===== config.mk =====
export PLATFORM = sky130hd
export DESIGN_NAME = uart_flag_irq
export DESIGN_NICKNAME = d
export VERILOG_FILES = /design/src/rtl/uart_flag_pkg.sv /design/src/rtl/uart_cts_watch.sv /design/src/rtl/uart_sticky_flag.sv /design/src/rtl/uart_txe_fsm.sv /design/src/rtl/uart_flag_irq.sv
export SDC_FILE = /design/constraint.sdc
export NUM_CORES = 1
export LEC_CHECK = 0
export ABC_AREA = 1
export BUFFER_PORTS_ARGS = -buffer_cell sky130_fd_sc_hd__buf_2
export CORE_AREA = 2 2 39 41
export CTS_BUF_LIST = sky130_fd_sc_hd__clkbuf_8
export CTS_CLUSTER_DIAMETER = 60
export DETAILED_ROUTE_END_ITERATION = 8
export DIE_AREA = 0 0 41 43
export GPL_TIMING_DRIVEN = 0
export PLACE_DENSITY = 0.44
export SETUP_SLACK_MARGIN = 0.4
export SLEW_MARGIN = 20
export SYNTH_ARGS = -nofsm -noshare
export SYNTH_HDL_FRONTEND = slang
export SYNTH_HIERARCHICAL = 1
export SYNTH_SLANG_ARGS = --single-unit

===== constraint.sdc =====
create_clock -name clk -period 1.1 [get_ports clk]
set_input_delay 0.22 -clock clk [delete_from_list [all_inputs] [get_ports clk]]
set_output_delay 0.22 -clock clk [all_outputs]
set_load 0.05 [all_outputs]

===== src/rtl/uart_flag_pkg.sv =====
package uart_flag_pkg;
    // Transmit buffer occupancy
    typedef enum logic {
        TX_HELD   = 1'b0,
        TX_VACANT = 1'b1
    } txbuf_state_t;

    // Interrupt enable / flag vector positions
    localparam int IRQ_TXE   = 0;
    localparam int IRQ_CTS   = 1;
    localparam int IRQ_BRK   = 2;
    localparam int NUM_IRQ   = 3;

    // Write-one-to-clear positions (sticky flags)
    localparam int CLR_CTS   = 0;
    localparam int CLR_BRK   = 1;
    localparam int NUM_STICKY = 2;
endpackage


===== src/rtl/uart_cts_watch.sv =====
module uart_cts_watch #(
    parameter int SYNC_STAGES = 2
) (
    input  logic clk,
    input  logic rst_n,
    input  logic cts_n_pin,
    input  logic flow_en,
    output logic cts_lvl,
    output logic cts_toggle
);
    localparam int MSB = SYNC_STAGES - 1;

    logic [MSB:0] sync_q;
    logic         prev_q;

    // Synchronizer chain plus one sample of history; idle pin level is high
    always_ff @(posedge clk or negedge rst_n) begin
        if (!rst_n) begin
            sync_q <= '1;
            prev_q <= 1'b1;
        end else begin
            sync_q <= {sync_q[MSB-1:0], cts_n_pin};
            prev_q <= sync_q[MSB];
        end
    end

    always_comb begin
        cts_lvl    = ~sync_q[MSB];
        cts_toggle = flow_en && (sync_q[MSB] != prev_q);
    end


    cts_steady_chk: assert property (@(posedge clk) disable iff (!rst_n)
        (flow_en && !cts_toggle) |-> $stable(cts_lvl));
endmodule


===== src/rtl/uart_sticky_flag.sv =====
module uart_sticky_flag (
    input  logic clk,
    input  logic rst_n,
    input  logic set_i,
    input  logic clr_i,
    output logic flag_o
);
    always_ff @(posedge clk or negedge rst_n) begin
        if (!rst_n)
            flag_o <= 1'b0;
        else if (set_i)
            flag_o <= 1'b1;
        else if (clr_i)
            flag_o <= 1'b0;
    end


    set_wins_chk: assert property (@(posedge clk) disable iff (!rst_n)
        set_i |=> flag_o);


    clear_takes_chk: assert property (@(posedge clk) disable iff (!rst_n)
        (clr_i && !set_i) |=> !flag_o);


    hold_chk: assert property (@(posedge clk) disable iff (!rst_n)
        (!clr_i && !set_i) |=> $stable(flag_o));
endmodule


===== src/rtl/uart_txe_fsm.sv =====
module uart_txe_fsm
    import uart_flag_pkg::*;
(
    input  logic clk,
    input  logic rst_n,
    input  logic tdr_wr,
    input  logic shift_load,
    input  logic tx_flush,
    output logic txe_o
);
    txbuf_state_t state_q, state_d;
    logic         drain;

    // State register
    always_ff @(posedge clk or negedge rst_n) begin
        if (!rst_n)
            state_q <= TX_VACANT;
        else
            state_q <= state_d;
    end

    // Next state and output
    always_comb begin
        drain   = shift_load || tx_flush;
        state_d = state_q;
        unique case (state_q)
            TX_VACANT: if (tdr_wr && !drain) state_d = TX_HELD;
            TX_HELD:   if (drain)            state_d = TX_VACANT;
            default:                         state_d = TX_VACANT;
        endcase
        txe_o = (state_q == TX_VACANT);
    end


    held_after_write_chk: assert property (@(posedge clk) disable iff (!rst_n)
        (tdr_wr && !shift_load && !tx_flush) |=> !txe_o);


    vacant_after_drain_chk: assert property (@(posedge clk) disable iff (!rst_n)
        (shift_load || tx_flush) |=> txe_o);
endmodule


===== src/rtl/uart_flag_irq.sv =====
module uart_flag_irq
    import uart_flag_pkg::*;
#(
    parameter int SYNC_STAGES = 2
) (
    input  logic                  clk,
    input  logic                  rst_n,
    input  logic                  cts_n_pin,
    input  logic                  flow_en,
    input  logic                  brk_det,
    input  logic                  tdr_wr,
    input  logic                  shift_load,
    input  logic                  tx_flush,
    input  logic [NUM_STICKY-1:0] flag_clr,
    input  logic [NUM_IRQ-1:0]    irq_en,
    output logic                  txe_flag,
    output logic                  cts_lvl,
    output logic                  cts_chg_flag,
    output logic                  brk_flag,
    output logic                  irq
);
    logic                  cts_toggle;
    logic [NUM_STICKY-1:0] sticky_set;
    logic [NUM_STICKY-1:0] sticky_q;
    logic [NUM_IRQ-1:0]    flag_vec;
    logic                  irq_d;

    uart_cts_watch #(.SYNC_STAGES(SYNC_STAGES)) u_cts (
        .clk        (clk),
        .rst_n      (rst_n),
        .cts_n_pin  (cts_n_pin),
        .flow_en    (flow_en),
        .cts_lvl    (cts_lvl),
        .cts_toggle (cts_toggle)
    );

    uart_txe_fsm u_txe (
        .clk        (clk),
        .rst_n      (rst_n),
        .tdr_wr     (tdr_wr),
        .shift_load (shift_load),
        .tx_flush   (tx_flush),
        .txe_o      (txe_flag)
    );

    always_comb begin
        sticky_set          = '0;
        sticky_set[CLR_CTS] = cts_toggle;
        sticky_set[CLR_BRK] = brk_det;
    end

    for (genvar i = 0; i < NUM_STICKY; i++) begin : g_sticky
        uart_sticky_flag u_flag (
            .clk    (clk),
            .rst_n  (rst_n),
            .set_i  (sticky_set[i]),
            .clr_i  (flag_clr[i]),
            .flag_o (sticky_q[i])
        );
    end

    always_comb begin
        cts_chg_flag      = sticky_q[CLR_CTS];
        brk_flag          = sticky_q[CLR_BRK];
        flag_vec          = '0;
        flag_vec[IRQ_TXE] = txe_flag;
        flag_vec[IRQ_CTS] = cts_chg_flag;
        flag_vec[IRQ_BRK] = brk_flag;
        irq_d             = |(flag_vec & irq_en);
    end

    always_ff @(posedge clk or negedge rst_n) begin
        if (!rst_n)
            irq <= 1'b0;
        else
            irq <= irq_d;
    end


    cts_rise_needs_flow_chk: assert property (@(posedge clk) disable iff (!rst_n)
        $rose(cts_chg_flag) |-> $past(flow_en));


    irq_follows_chk: assert property (@(posedge clk) disable iff (!rst_n)
        |(flag_vec & irq_en) |=> irq);


    irq_quiet_chk: assert property (@(posedge clk) disable iff (!rst_n)
        !(|(flag_vec & irq_en)) |=> !irq);
endmodule


== Yosys cells after proc, flatten, opt, wreduce, memory -nomap -nowiden ==
Cells that the tools add are included.
Word-level totals
  word-level logic and storage cells: 24
  flip-flop bits (word level): 7
  output and inout bits: 5
  input bits: 13
Cells by class
  bitwise operators: 3
  mux-type cells: 7
  equal/unequal tests: 1
  reductions and logical operators: 7
Operator list (count)
  1-bit 2-to-1 mux: 6
  2-bit nonzero test: 2
  3-bit AND: 1
  3-bit OR reduction: 1
  1-bit logical AND: 2
  1-bit inverter: 2
  1-bit one-hot mux with 2 select lines: 1
  1-bit logical NOT: 1
  1-bit logical OR: 1
  1-bit != test: 1

== Depth between registers and ports, before layout ==
  depth in word-level cells: 5
  gate-level depth with buffers: 5
  gate-level depth less buffers: 5

== Modules after synthesis ==
The synthesis kept the hierarchy.
By module, submodules not included
  uart_cts_watch: seq. area each 78.8 µm², area each 97.6 µm², instances 1, cells an instance 8
  uart_sticky_flag: seq. area each 25.0 µm², area each 40.0 µm², instances 2, cells an instance 5
  uart_flag_irq: seq. area each 25.0 µm², area each 41.3 µm², instances 1, cells an instance 5
  uart_txe_fsm: seq. area each 26.3 µm², area each 41.3 µm², instances 1, cells an instance 5

== Worst setup path after synthesis ==
Ideal clock, no wire load.
  path type: register to output
  start: register u_cts.sync_q[1]
  end: output cts_lvl
  data arrival time: 0.719 ns
  cell stages (with the launch flop): 2
  buffers on the path: 0
  slack: 0.161 ns
  cells stage by stage: dfstp_2 -> inv_1
On the way
  longest elaborated chain between the ends: 1
Ends and longest elaborated chain
  start: declaration: RTL line uart_cts_watch.sv:13  | logic [MSB:0] sync_q;
  start signal: assignment: RTL line uart_cts_watch.sv:22  | sync_q <= {sync_q[MSB-1:0], cts_n_pin};
  1-bit inverter: RTL line uart_cts_watch.sv:28  | cts_lvl = ~sync_q[MSB];
  end: declaration: RTL line uart_flag_irq.sv:17  | output logic cts_lvl,
No other way between the ends.

== Worst setup path in the final report ==
  start: register u_txe.state_q, in the netlist u_txe/txe_o
  end: output txe_flag
RTL lines
  start: declaration: RTL line uart_txe_fsm.sv:11  | txbuf_state_t state_q, state_d;
  start signal: assignment: RTL line uart_txe_fsm.sv:19  | state_q <= state_d;
  end: declaration: RTL line uart_flag_irq.sv:16  | output logic txe_flag,
No word-level cell between the ends.

==> impl_summary.md <==
Run status
The flow ran to the end, but the final reports show violations. The checks that failed: setup timing.

Yosys
The post-synthesis share of cell area spent on xor and xnor gates is 0%. The compound-cell area share of the yosys netlist is 0%. By count the netlist is led by 11 x nand2_1, 6 x inv_1, 4 x dfstp_2, 3 x dfrtp_1, 3 x nor2_1. After synthesis, the cell types taking the most area are dfstp_2 40%, dfrtp_1 29%, nand2_1 16%.

The portion of the post-synthesis area used by sequential elements is roughly 70%. For this run, the leading register cell type out of synthesis is dfstp_2. After synthesis, the largest family of logic cells by area is simple AND/OR/NAND/NOR gates.

The net count of the mapped netlist is 41. A synthesized cell averages 9.29 µm². The async set-reset flop share out of synthesis is 100%. By instance count, the leading cell after synthesis is nand2_1. The post-synthesis cell count is 28.

The number of flops mapped to enable cells by yosys is 0. After synthesis, the share of cell area in mux cells is 0%. The top cell type by area accounts for a little over 40% of the synthesized area. Of the total synthesized cell area, the portion taken by full adders, half adders and majority gates is 0%. The register bit total from synthesis is 7.

Yosys printed 6 warnings. The synthesized netlist contains 6 unique library cells. The post-synthesis cell area is 260 µm². The cell type with the largest total area after synthesis is dfstp_2. The synthesized netlist devotes 22.1% of its cell area to simple gates.

Route
The number of vias per cell after detailed routing is ~3.6. The count of routing violations after the opening detailed-route iteration is 4. For this run, design rule violations remaining after detail routing come to 0. The number of iterations in the first detailed-routing pass is 2. For this block, the via count after detailed routing is approximately 250.

The final layout contains routed wiring with a total length of 615 µm. Dividing the detail-routed wire length by the instance count gives 8.66 µm. The detail route stage leaves a number of antenna-violating nets equal to 0.

Power and ir drop
The sequential group share of total power is around 37%. The share of total power in the clock network is a little over two fifths. The design internal power is between 0.6 and 0.7 mW. The completed layout was analyzed and its total power is around 0.81 mW.

The switching share of power is 25.1%. The switching power of the nets is a little over 0.2 mW. The leakage power summed over all cells is between 0.2 and 0.3 nW. Per report_power, the combinational group accounts for a little over a fifth of the total. Power spread over the standard cell area amounts to about 1500 mW/mm². The largest voltage drop on the vdd net is between 0.7 and 0.8 mV.

Global route
The number of antenna violations at the first check in global routing is 0. The first global-routing pass estimated between 900 and 1000 µm of wire. The via count of the first global-routing pass came to roughly 240. The total routing usage reported by global routing is 8.10%. Entering global routing, the biggest net connects 8 pins. Summed over all layers, the global routing overflow is 0.

Timing
The transition time at the pin with the least slew margin is 160 ps. Hold timing on the final database bottoms out at a slack of around 97 ps. The highest clock frequency the design can meet is around 900 MHz.

The final hold violation count is 0. The post-route fraction of the period consumed by the critical path is 104%. The worst pin sits at a relative slew slack of between 80% and 90%.

The max-slew violation count is 0. The final-report setup violation count is 2. Setup repair after global routing could not meet its margin everywhere. In the post-route analysis, the smallest setup slack over all paths is -44.1 ps.

On the final layout, the worst clock skew is ~0.8 ps. Counting I/O delays and the setup requirement, the final critical path takes around 1100 ps.

Placement
The post-detailed-placement half-perimeter wirelength is around 400 µm. Summing all placed instances gives a cell area of 369 µm². Port buffering added 17 buffers.

Routability-driven placement finished with a final weighted congestion of between 0.5 and 0.6.

CTS
Clock-pin slew was measured on the worst setup and hold paths at 40 ps. The tree is rooted in a clkbuf_8. The clock passes through at most 2 buffers.

TritonCTS built the clock tree. The CTS buffer count is 3. The clock network latency to the later pin of the worst-skew pair is between 200 and 250 ps. The tree built by TritonCTS fans out to 7 sinks. The count of H-tree levels built during CTS is 1.

Final layout
Compared with the post-synthesis result, the final layout area differs by 110%. In the final layout, the share of cells above drive strength 1 is between 70% and 80%. The fill cell instance count of the final layout is roughly 140. The number of nets in the final layout is 69. The number of diodes added for antenna fixing is 0. The area of combinational cells with multiple inputs is around 80 µm². Once layout is done, the placed cells without fillers occupy 546 µm². The area of all sequential standard cells is ~180 µm².

Worst setup path
The data required time at the worst endpoint is about 880 ps. The count of buffer and inverter cells on the critical path is 1. The worst setup path is captured at an output pin. The critical path goes through buf_8. Among cell families on the critical path, the largest total delay comes from flip-flops. For this design, the slowest cell found on the critical path is dfstp_2. The kind of start point of the critical path is a flop.

The launching instance or port of the critical path is u_txe/txe_o$_DFF_PN1_. The data arrival time at the worst-slack endpoint is between 900 and 1000 ps. The maximum fanout along the worst path is 2. On the worst path, the slowest cell contributes a delay of about 550 ps. The startpoint identified for the worst register-to-register timing path is u_cts/sync_q[1]$_DFF_PN1_.

The category of the most critical setup path is flop to output pin.

Floorplan
The initial utilization of the core area, before any placement, comes to 18.8%. The count of pins on the block boundary is 18. After floorplanning, the core was divided into 14 placement rows. The die outline area is 0.00176 mm². In this run the vertical extent of the chip is ~43 µm. The chip width is around 41 µm.

The core region is around 0.0014 mm².

Min path
The worst hold path begins at cts_n_pin. The worst min-delay path category is primary input to flop.

Flow run
The tool flagged a number of max-cap violations equal to 0.
## power by group through the flow
stage                     logic [mW]  clock network, mW  registers (mW)
after floorplan               0.0259                  0           0.338
after global placement         0.108                  0           0.296
after detailed placement       0.110                  0           0.297
after CTS                      0.158              0.352           0.298
after global routing           0.184              0.379           0.299
final                          0.171              0.341           0.298
## routing by layer
| layer | vias to the layer above | track usage, % | share of wire, % |
|---|---|---|---|
| li1 | 134 | - | - |
| met1 | 105 | 9.57 | 43 |
| met2 | 15 | 11.3 | 46 |
| met3 | 0 | 4.71 | 11 |
| met4 | 0 | 4.00 | 0 |
| met5 | - | 0 | 0 |
## through the flow
stage / std cells / setup WS [ps] / util, % / setup TNS, ps
after global routing: 71 / -65.8 / 39.4 / -129
after global placement: 61 / 99.7 / 26.7 / 0
after detailed placement: 61 / 99.8 / 26.7 / 0
after floorplan: 28 / 161 / - / 0
final: 71 / -44.1 / 39.4 / -87.0
after CTS: 69 / -47.9 / 37.1 / -88.6
## logic make-up after synthesis
family	after synthesis
AND/OR/NAND/NOR	15
buffers and inverters	6
flip-flops	7
## final timing paths
path | to | slack (ps) | cells past startpoint
max | txe_flag | -40 | 1
min | u_cts/sync_q[0]$_DFF_PN1_ | 100 | 1
max reg2reg | g_sticky[0].u_flag/flag_o$_DFFE_PN0P_ | 120 | 6
min reg2reg | u_cts/sync_q[1]$_DFF_PN1_ | 350 | 0
max in group asynchronous | u_txe/txe_o$_DFF_PN1_ | 510 | 2
min in group asynchronous | g_sticky[1].u_flag/flag_o$_DFFE_PN0P_ | 360 | 2
## timing repair
action / in CTS / in global routing
hold endpoints to repair: 3 / 0
resized for setup: 21 / 5
setup endpoints to repair: 7 / 10
hold buffers: 1 / 0
pin swaps: 1 / 1
buffers inserted: 3 / 2
## state kept, by name, indices dropped and copies added (netlist names)
| register | cells |
|---|---|
| u_cts/prev_q | 1 |
| u_txe/txe_o | 1 |
| u_cts/sync_q | 2 |
| g_sticky.u_flag/flag_o | 2 |
| irq | 1 |
## area by class of cell
cell class / instances / share of cell area, %
well taps: 16 / 3.67
inverters: 6 / 4.13
multi-input cells: 15 / 14.7
clock buffers: 3 / 7.57
clock inverters: 1 / 0.688
flip-flops and latches: 7 / 33.7
repair buffers: 23 / 35.6
## cell usage in the layout, fill, tap and decap left out
cell type	instances
buf_4	1
nand2_4	1
buf_6	5
dfstp_2	4
inv_1	6
buf_8	4
nand2_1	6
dlygate4sd3_1	1
nand3_2	1
nand2_2	4
inv_2	1
nor2_1	3
buf_2	12
dfrtp_2	3
clkbuf_8	3
(Power assumes the default switching activity.)
